**src/rtl/irqc_pkg.sv**
```systemverilog
package irqc_pkg;

    typedef enum logic [1:0] {
        ST_SCAN  = 2'd0,
        ST_OFFER = 2'd1,
        ST_HOLD  = 2'd2
    } irqc_state_e;

    localparam logic LVL_LO = 1'b0;
    localparam logic LVL_HI = 1'b1;

endpackage

```
**src/rtl/irqc_first.sv**
```systemverilog
// Lowest-index set-bit finder: the fixed scan order within one level.
module irqc_first #(
    parameter int N_SRC = 5,
    localparam int IDX_W = $clog2(N_SRC)
) (
    input  logic [N_SRC-1:0] vec,
    output logic             hit,
    output logic [IDX_W-1:0] idx
);
    always_comb begin
        hit = |vec;
        idx = '0;
        for (int i = N_SRC - 1; i >= 0; i--) begin
            if (vec[i]) idx = IDX_W'(i);
        end
    end
endmodule

```
**src/rtl/irqc_level_track.sv**
```systemverilog
// Per-level in-service bits: set on acknowledge, innermost cleared on return.
module irqc_level_track (
    input  logic clk,
    input  logic rst_n,
    input  logic take,
    input  logic take_lvl,
    input  logic ret,
    output logic isr_hi,
    output logic isr_lo
);
    logic hi_nxt, lo_nxt;

    always_comb begin
        hi_nxt = isr_hi;
        lo_nxt = isr_lo;
        if (ret) begin
            if (isr_hi) hi_nxt = 1'b0;
            else        lo_nxt = 1'b0;
        end
        if (take) begin
            if (take_lvl) hi_nxt = 1'b1;
            else          lo_nxt = 1'b1;
        end
    end

    always_ff @(posedge clk or negedge rst_n) begin
        if (!rst_n) begin
            isr_hi <= 1'b0;
            isr_lo <= 1'b0;
        end else begin
            isr_hi <= hi_nxt;
            isr_lo <= lo_nxt;
        end
    end
endmodule

```
**src/rtl/irq_prio_ctrl.sv**
```systemverilog
module irq_prio_ctrl
    import irqc_pkg::*;
#(
    parameter int N_SRC = 5,
    localparam int IDX_W = $clog2(N_SRC)
) (
    input  logic             clk,
    input  logic             rst_n,
    input  logic             glb_en,
    input  logic [N_SRC-1:0] req_flags,
    input  logic [N_SRC-1:0] prio_hi,
    input  logic             ack,
    input  logic             ret,
    output logic             grant_valid,
    output logic [IDX_W-1:0] grant_idx,
    output logic             grant_lvl
);
    irqc_state_e      state, state_nxt;
    logic [N_SRC-1:0] req_q, prio_q;
    logic [IDX_W-1:0] cap_idx;
    logic             cap_lvl;
    logic             isr_hi, isr_lo;
    logic             hit_hi, hit_lo;
    logic [IDX_W-1:0] idx_hi, idx_lo;
    logic             allow_hi, allow_lo;
    logic             win, win_lvl, take;
    logic [IDX_W-1:0] win_idx;

    // Level-split request vectors, scanned independently.
    irqc_first #(.N_SRC(N_SRC)) u_find_hi (
        .vec (req_q & prio_q),
        .hit (hit_hi),
        .idx (idx_hi)
    );

    irqc_first #(.N_SRC(N_SRC)) u_find_lo (
        .vec (req_q & ~prio_q),
        .hit (hit_lo),
        .idx (idx_lo)
    );

    irqc_level_track u_track (
        .clk      (clk),
        .rst_n    (rst_n),
        .take     (take),
        .take_lvl (cap_lvl),
        .ret      (ret),
        .isr_hi   (isr_hi),
        .isr_lo   (isr_lo)
    );

    // Eligibility per level from the in-service stack.
    always_comb begin
        allow_hi = !isr_hi;
        allow_lo = !isr_hi && !isr_lo;
        win      = 1'b0;
        win_lvl  = LVL_LO;
        win_idx  = idx_lo;
        if (allow_hi && hit_hi) begin
            win     = 1'b1;
            win_lvl = LVL_HI;
            win_idx = idx_hi;
        end else if (allow_lo && hit_lo) begin
            win = 1'b1;
        end
    end

    // Next-state logic.
    always_comb begin
        state_nxt = state;
        unique case (state)
            ST_SCAN:  if (glb_en && win) state_nxt = ST_OFFER;
            ST_OFFER: state_nxt = ack ? ST_SCAN : ST_HOLD;
            ST_HOLD:  if (ack) state_nxt = ST_SCAN;
            default:  state_nxt = ST_SCAN;
        endcase
    end

    // State register, input sampling and grant capture.
    always_ff @(posedge clk or negedge rst_n) begin
        if (!rst_n) begin
            state   <= ST_SCAN;
            req_q   <= '0;
            prio_q  <= '0;
            cap_idx <= '0;
            cap_lvl <= LVL_LO;
        end else begin
            state  <= state_nxt;
            req_q  <= req_flags;
            prio_q <= prio_hi;
            if (state == ST_SCAN && state_nxt == ST_OFFER) begin
                cap_idx <= win_idx;
                cap_lvl <= win_lvl;
            end
        end
    end

    // Outputs.
    always_comb begin
        grant_valid = (state == ST_OFFER);
        grant_idx   = cap_idx;
        grant_lvl   = cap_lvl;
        take        = ack && (state != ST_SCAN);
    end
endmodule

```
**config.mk**
```make
export PLATFORM = sky130hd
export DESIGN_NAME = irq_prio_ctrl
export DESIGN_NICKNAME = d
export VERILOG_FILES = /design/src/rtl/irqc_pkg.sv /design/src/rtl/irqc_first.sv /design/src/rtl/irqc_level_track.sv /design/src/rtl/irq_prio_ctrl.sv
export SDC_FILE = /design/constraint.sdc
export NUM_CORES = 1
export LEC_CHECK = 0
export BUFFER_PORTS_ARGS = -buffer_cell sky130_fd_sc_hd__buf_2
export CAP_MARGIN = 20
export CORE_ASPECT_RATIO = 0.8
export CORE_MARGIN = 2
export CORE_UTILIZATION = 46
export CTS_CLUSTER_SIZE = 28
export DETAILED_ROUTE_END_ITERATION = 8
export PLACE_DENSITY = 0.7
export SYNTH_ARGS = -nofsm -noshare
export SYNTH_HDL_FRONTEND = slang
export SYNTH_HIERARCHICAL = 1
export SYNTH_SLANG_ARGS = --single-unit
```
**constraint.sdc**
```tcl
create_clock -name clk -period 3.8 [get_ports clk]
set_input_delay 0.76 -clock clk [delete_from_list [all_inputs] [get_ports clk]]
set_output_delay 0.76 -clock clk [all_outputs]
set_load 0.1 [all_outputs]
```
# Word level (Yosys, flattened, before mapping)
# Index checks and enable logic that the tools add are counted.
# op_classes
n_reduce_logical	12
n_shift	0
div	0
muxes	25
n_eq_ne	3
bitwise_logic	3
addsub	0
mul	0
magnitude_cmp	0
# ops
operator	n
$mux 3	11
$and 5x5->5	2
$mux 1	10
$reduce_or 5->1	2
$logic_and 1x1->1	6
$mux 2	3
$pmux 2 s3	1
$not 5->5	1
$eq 2x1->1 const B	2
$eq 2x2->1 const B	1
$logic_not 1->1	2
$logic_not 2->1	1
$reduce_bool 2->1	1
# totals
mem_bits_ro	0
elab_cells	50
in_bits	15
latchBits	0
ram_bits	0
memories	0
ff_bits	18
out_inout_bits	5

# Longest topological paths before layout
# depth
depth_word	11
ltp_mapped	6
mapped_depth_nobuf	6

# Cells and area by module
# Netlist, hierarchy kept.
# modules_own_cells
module	area_each_um2	cells_per_inst	instances	seq_area_each_um2
irq_prio_ctrl	635.6	42	1	400.4
irqc_first	48.8	8	2	0.0
irqc_level_track	81.3	8	1	50.0

# Worst setup path after synthesis
# OpenSTA, ideal clock, no wires.
# synth_timing
path_kind	flip-flop to flip-flop
start	register prio_q[0]
end	register cap_idx[0] (netlist: grant_idx[0])
setup_ns	0.126
n_path_buf	0
synth_period_minus_slack_ns	1.732
path_slack_ns	2.068
t_arrival_ns	1.606
path_stages_with_launch	7
required_ns	3.674
path_cell_list	dfrtp_1 and2_1 nor4_2 nand2b_1 nor2b_1 mux2_2 mux2_4
# synth_between
elab_cells_between_ends	17
cone_classes	eq/ne: 1; mux: 7; bitwise: 3; reduce/logical: 6
# synth_lines
item	line	source
start: declaration	irq_prio_ctrl.sv:19	logic [N_SRC-1:0] req_q, prio_q;
start signal: assignment	irq_prio_ctrl.sv:90	prio_q <= prio_hi;
$and 5x5->5 (*)	irq_prio_ctrl.sv:31	.vec (req_q & prio_q),
$reduce_or 5->1 (*)	irqc_first.sv:11	hit = |vec;
named net hit_hi	irq_prio_ctrl.sv:23	logic hit_hi, hit_lo;
$logic_and 1x1->1 (*)	irq_prio_ctrl.sv:59	if (allow_hi && hit_hi) begin
$mux 1	irq_prio_ctrl.sv:59	
$logic_and 1x1->1	irq_prio_ctrl.sv:72	ST_SCAN: if (glb_en && win) state_nxt = ST_OFFER;
$mux 2	irq_prio_ctrl.sv:72	
$pmux 2 s3	irq_prio_ctrl.sv:71	unique case (state)
$eq 2x1->1	irq_prio_ctrl.sv:91	if (state == ST_SCAN && state_nxt == ST_OFFER) begin
$logic_and 1x1->1	irq_prio_ctrl.sv:91	
end signal: assignment	irq_prio_ctrl.sv:92	cap_idx <= win_idx;
end: declaration	irq_prio_ctrl.sv:20	logic [IDX_W-1:0] cap_idx;
# Mark *: on every way through the listed nets, which the timed path passes. The rest lies on a longest branch.
# A chain may end at the register's enable or synchronous reset.

# Final worst setup path
# layout_timing
start	register state[1]
end	output grant_valid
# layout_between
elab_chain_cells	1
# layout_lines
item	line	source
start: declaration	irq_prio_ctrl.sv:18	irqc_state_e state, state_nxt;
start signal: assignment	irq_prio_ctrl.sv:88	state <= state_nxt;
$eq 2x1->1	irq_prio_ctrl.sv:100	grant_valid = (state == ST_OFFER);
end: declaration	irq_prio_ctrl.sv:14	output logic grant_valid,
# Every way passes these cells.

==> flow_summary.toml <==
[status]
status = "complete, no violations"

[worst_setup_path]
regToRegSetupSlack_ns = 1.97
crit_fanout = 4
rr_endpoint = "grant_idx[1]"
cp-start-kind = "register"
critical_path_required_ns = 3.04
critical_path_class = "reg2out"
end_kind = "output pin"
reg2reg_from = "prio_q[0]"
rr_worst_depth = 6
critPathArrivalTime_ns = 1.38

[clock_network]
ctsResizeCount = 0
cts.path.max_buffers = 2
cts_buffers = 3
ctsRootBufferMaster = "clkbuf_4"
ctsHtreeMaxLevel = 1
cts_tree = "built"
cts_setup_buffers = 0
path_clk_slew_ns = 0.09
holdBufCountCts = 0
insertion_delay_ns = 0.28
clock-sinks = 18

[synth]
synth_cells = 66
synth.top_cells.by_count = "dfrtp_1 (18), and2_1 (7), nor2b_1 (7)"
yosys_register_bits = 18
synth_top_area_share_pct = 55.30
synthArstFlopShare_pct = 100.0
ys.flop_type = "dfrtp_1"
syn_area_per_cell_um2 = 12.34
synth_edf_count = 0
ys_warn_count = 6
synth_area_leaders = "dfrtp_1 (55%), mux2_4 (5.5%), and2_1 (5.4%)"
yosys.area.top_type = "dfrtp_1"
synth.most_common_cell = "dfrtp_1"
netlist_area_um2 = 814.5
synthDistinctLibCells = 20
seq_area_frac_synth_pct = 55.30
syn-num-nets = 81

[floorplanning]
die_height_um = 41.64
fp-row-count = 13
io_pins = 20
die_w_um = 51.05
initial_utilization_pct = 49.58
design.core.area_mm2 = 0.001643
dieArea_mm2 = 0.002125

[timing]
skew_ns = 0.004842
worstMarginPinSlew_ns = 0.4852
finalMaxSlewViolations = 0
finalHoldViolCount = 0
setup_tns_ns = 0
fin_ws_ns = 1.660
finalCritPeriodShare_pct = 56.32
grt_setup_unrepaired = "false"
fin_crit_ns = 2.140
setup-violations-final = 0
relSlewSlack_pct = 67.87
fmax_ghz = 0.4673

[pwr]
max-vdd-ir-drop_mv = 0.4417
p_leak_uw = 0.0004587
power_uw = 697.7
power.density_mw_per_mm2 = 727.0

[route]
drtIter0Drc = 4
routedWlPerCell_um = 10.74
postRouteAntennaNets = 0
drc = 0
totalWireLength_mm = 1.181
vias_per_cell = 4.818
vias = 530
drtPass1Iterations = 4

[finish]
drive_above_1_share_pct = 38.64
area.growth.synth_to_final_pct = 17.82
antennaDiodeCount = 0
final_area_um2 = 959.7
nets = 105
final_cells = 110

[placed_design]
place_congestion = 0.6886
post-place-cells = 107
dpl_cell_area_um2 = 937.1
dp_hpwl_um = 943.5
port_buffers = 19
place_ws_ns = 1.958

[flow_run]
max-cap-violations = 0

[worst_hold_path]
min_path_type = "in2async"

[global_routing]
grt_pass1_vias = 472
grt.overflow.total = 0
grt_start_max_net_pins = 19
track_usage_pct = 12.73
grt_pass1_wl_mm = 1.918
antenna_found_initial = 0
stage by stage:
| stage | utilization, % | hold WS (ns) |
|---|---|---|
| final | 58.42 | 0.3851 |
| after global routing | 58.42 | 0.3913 |
| after CTS | 58.42 | 0.3804 |
| after detailed placement | 57.04 | 0.4892 |
| after global placement | 57.04 | 0.4928 |
| after floorplan | - | 0.4636 |
state kept, by name (all words and copies together), names as in the netlist:
signal          cells
state               2
grant_lvl           1
u_track/isr_hi      1
prio_q              5
grant_idx           3
u_track/isr_lo      1
req_q               5
how the worst max path moves through the flow:
stage,start,endpoint,slack (ns),cells after the start
final,state[1],grant_valid,1.66,2
after global routing,state[1],grant_valid,1.61,2
after CTS,state[1],grant_valid,1.64,2
after detailed placement,prio_q[0],grant_idx[2],1.96,6
after global placement,state[1],grant_valid,1.99,2
after floorplan,prio_q[0],grant_idx[0],2.07,6
cells in the final DEF (no fill, tap or decap), drive strengths merged, types with 3 or more instances in the layout:
master | Yosys | final
buf | 0 | 19
dfrtp | 18 | 18
nor2b | 7 | 7
and2 | 7 | 7
mux2 | 6 | 6
nand2b | 5 | 5
inv | 4 | 4
nor2 | 3 | 3
clkbuf | 0 | 3
where the power goes:
part / internal, uW / leakage (uW) / switching, uW
Combinational: 105 / 0.000225 / 236
Clock: 36.8 / 0.0000138 / 50.0
Sequential: 232 / 0.000220 / 38.5
Total: 373 / 0.000459 / 324
worst max-delay path, stage by stage (launching register included):
cell and delay, ns:
dfrtp_1 0.46, and2b_2 0.23, buf_2 0.41
final cells by class:
class / instances / area (um2)
Multi-Input combinational cell: 44 / 349.1
Timing Repair Buffer: 19 / 95.09
Fill cell: 151 / 683.2
Clock buffer: 3 / 22.52
Sequential cell: 18 / 450.4
Inverter: 4 / 15.01
Tap cell: 22 / 27.53
cells by family after synthesis:
group / Yosys count / share of synthesized area [%]
simple gates: 30 / 25.19
flops: 18 / 55.30
compound gates: 7 / 6.912
mux: 6 / 9.677
buf+inv: 4 / 1.843
xor+xnor: 1 / 1.075
per-layer routing:
metal,vias to the layer above,global-route usage (%),share of wire (%)
li1,267,-,-
met1,247,15.24,45
met2,14,19.48,47
met3,2,7.554,6.6
met4,0,3.243,0.85
met5,-,0,0
Power figures use the tool's default switching activity.
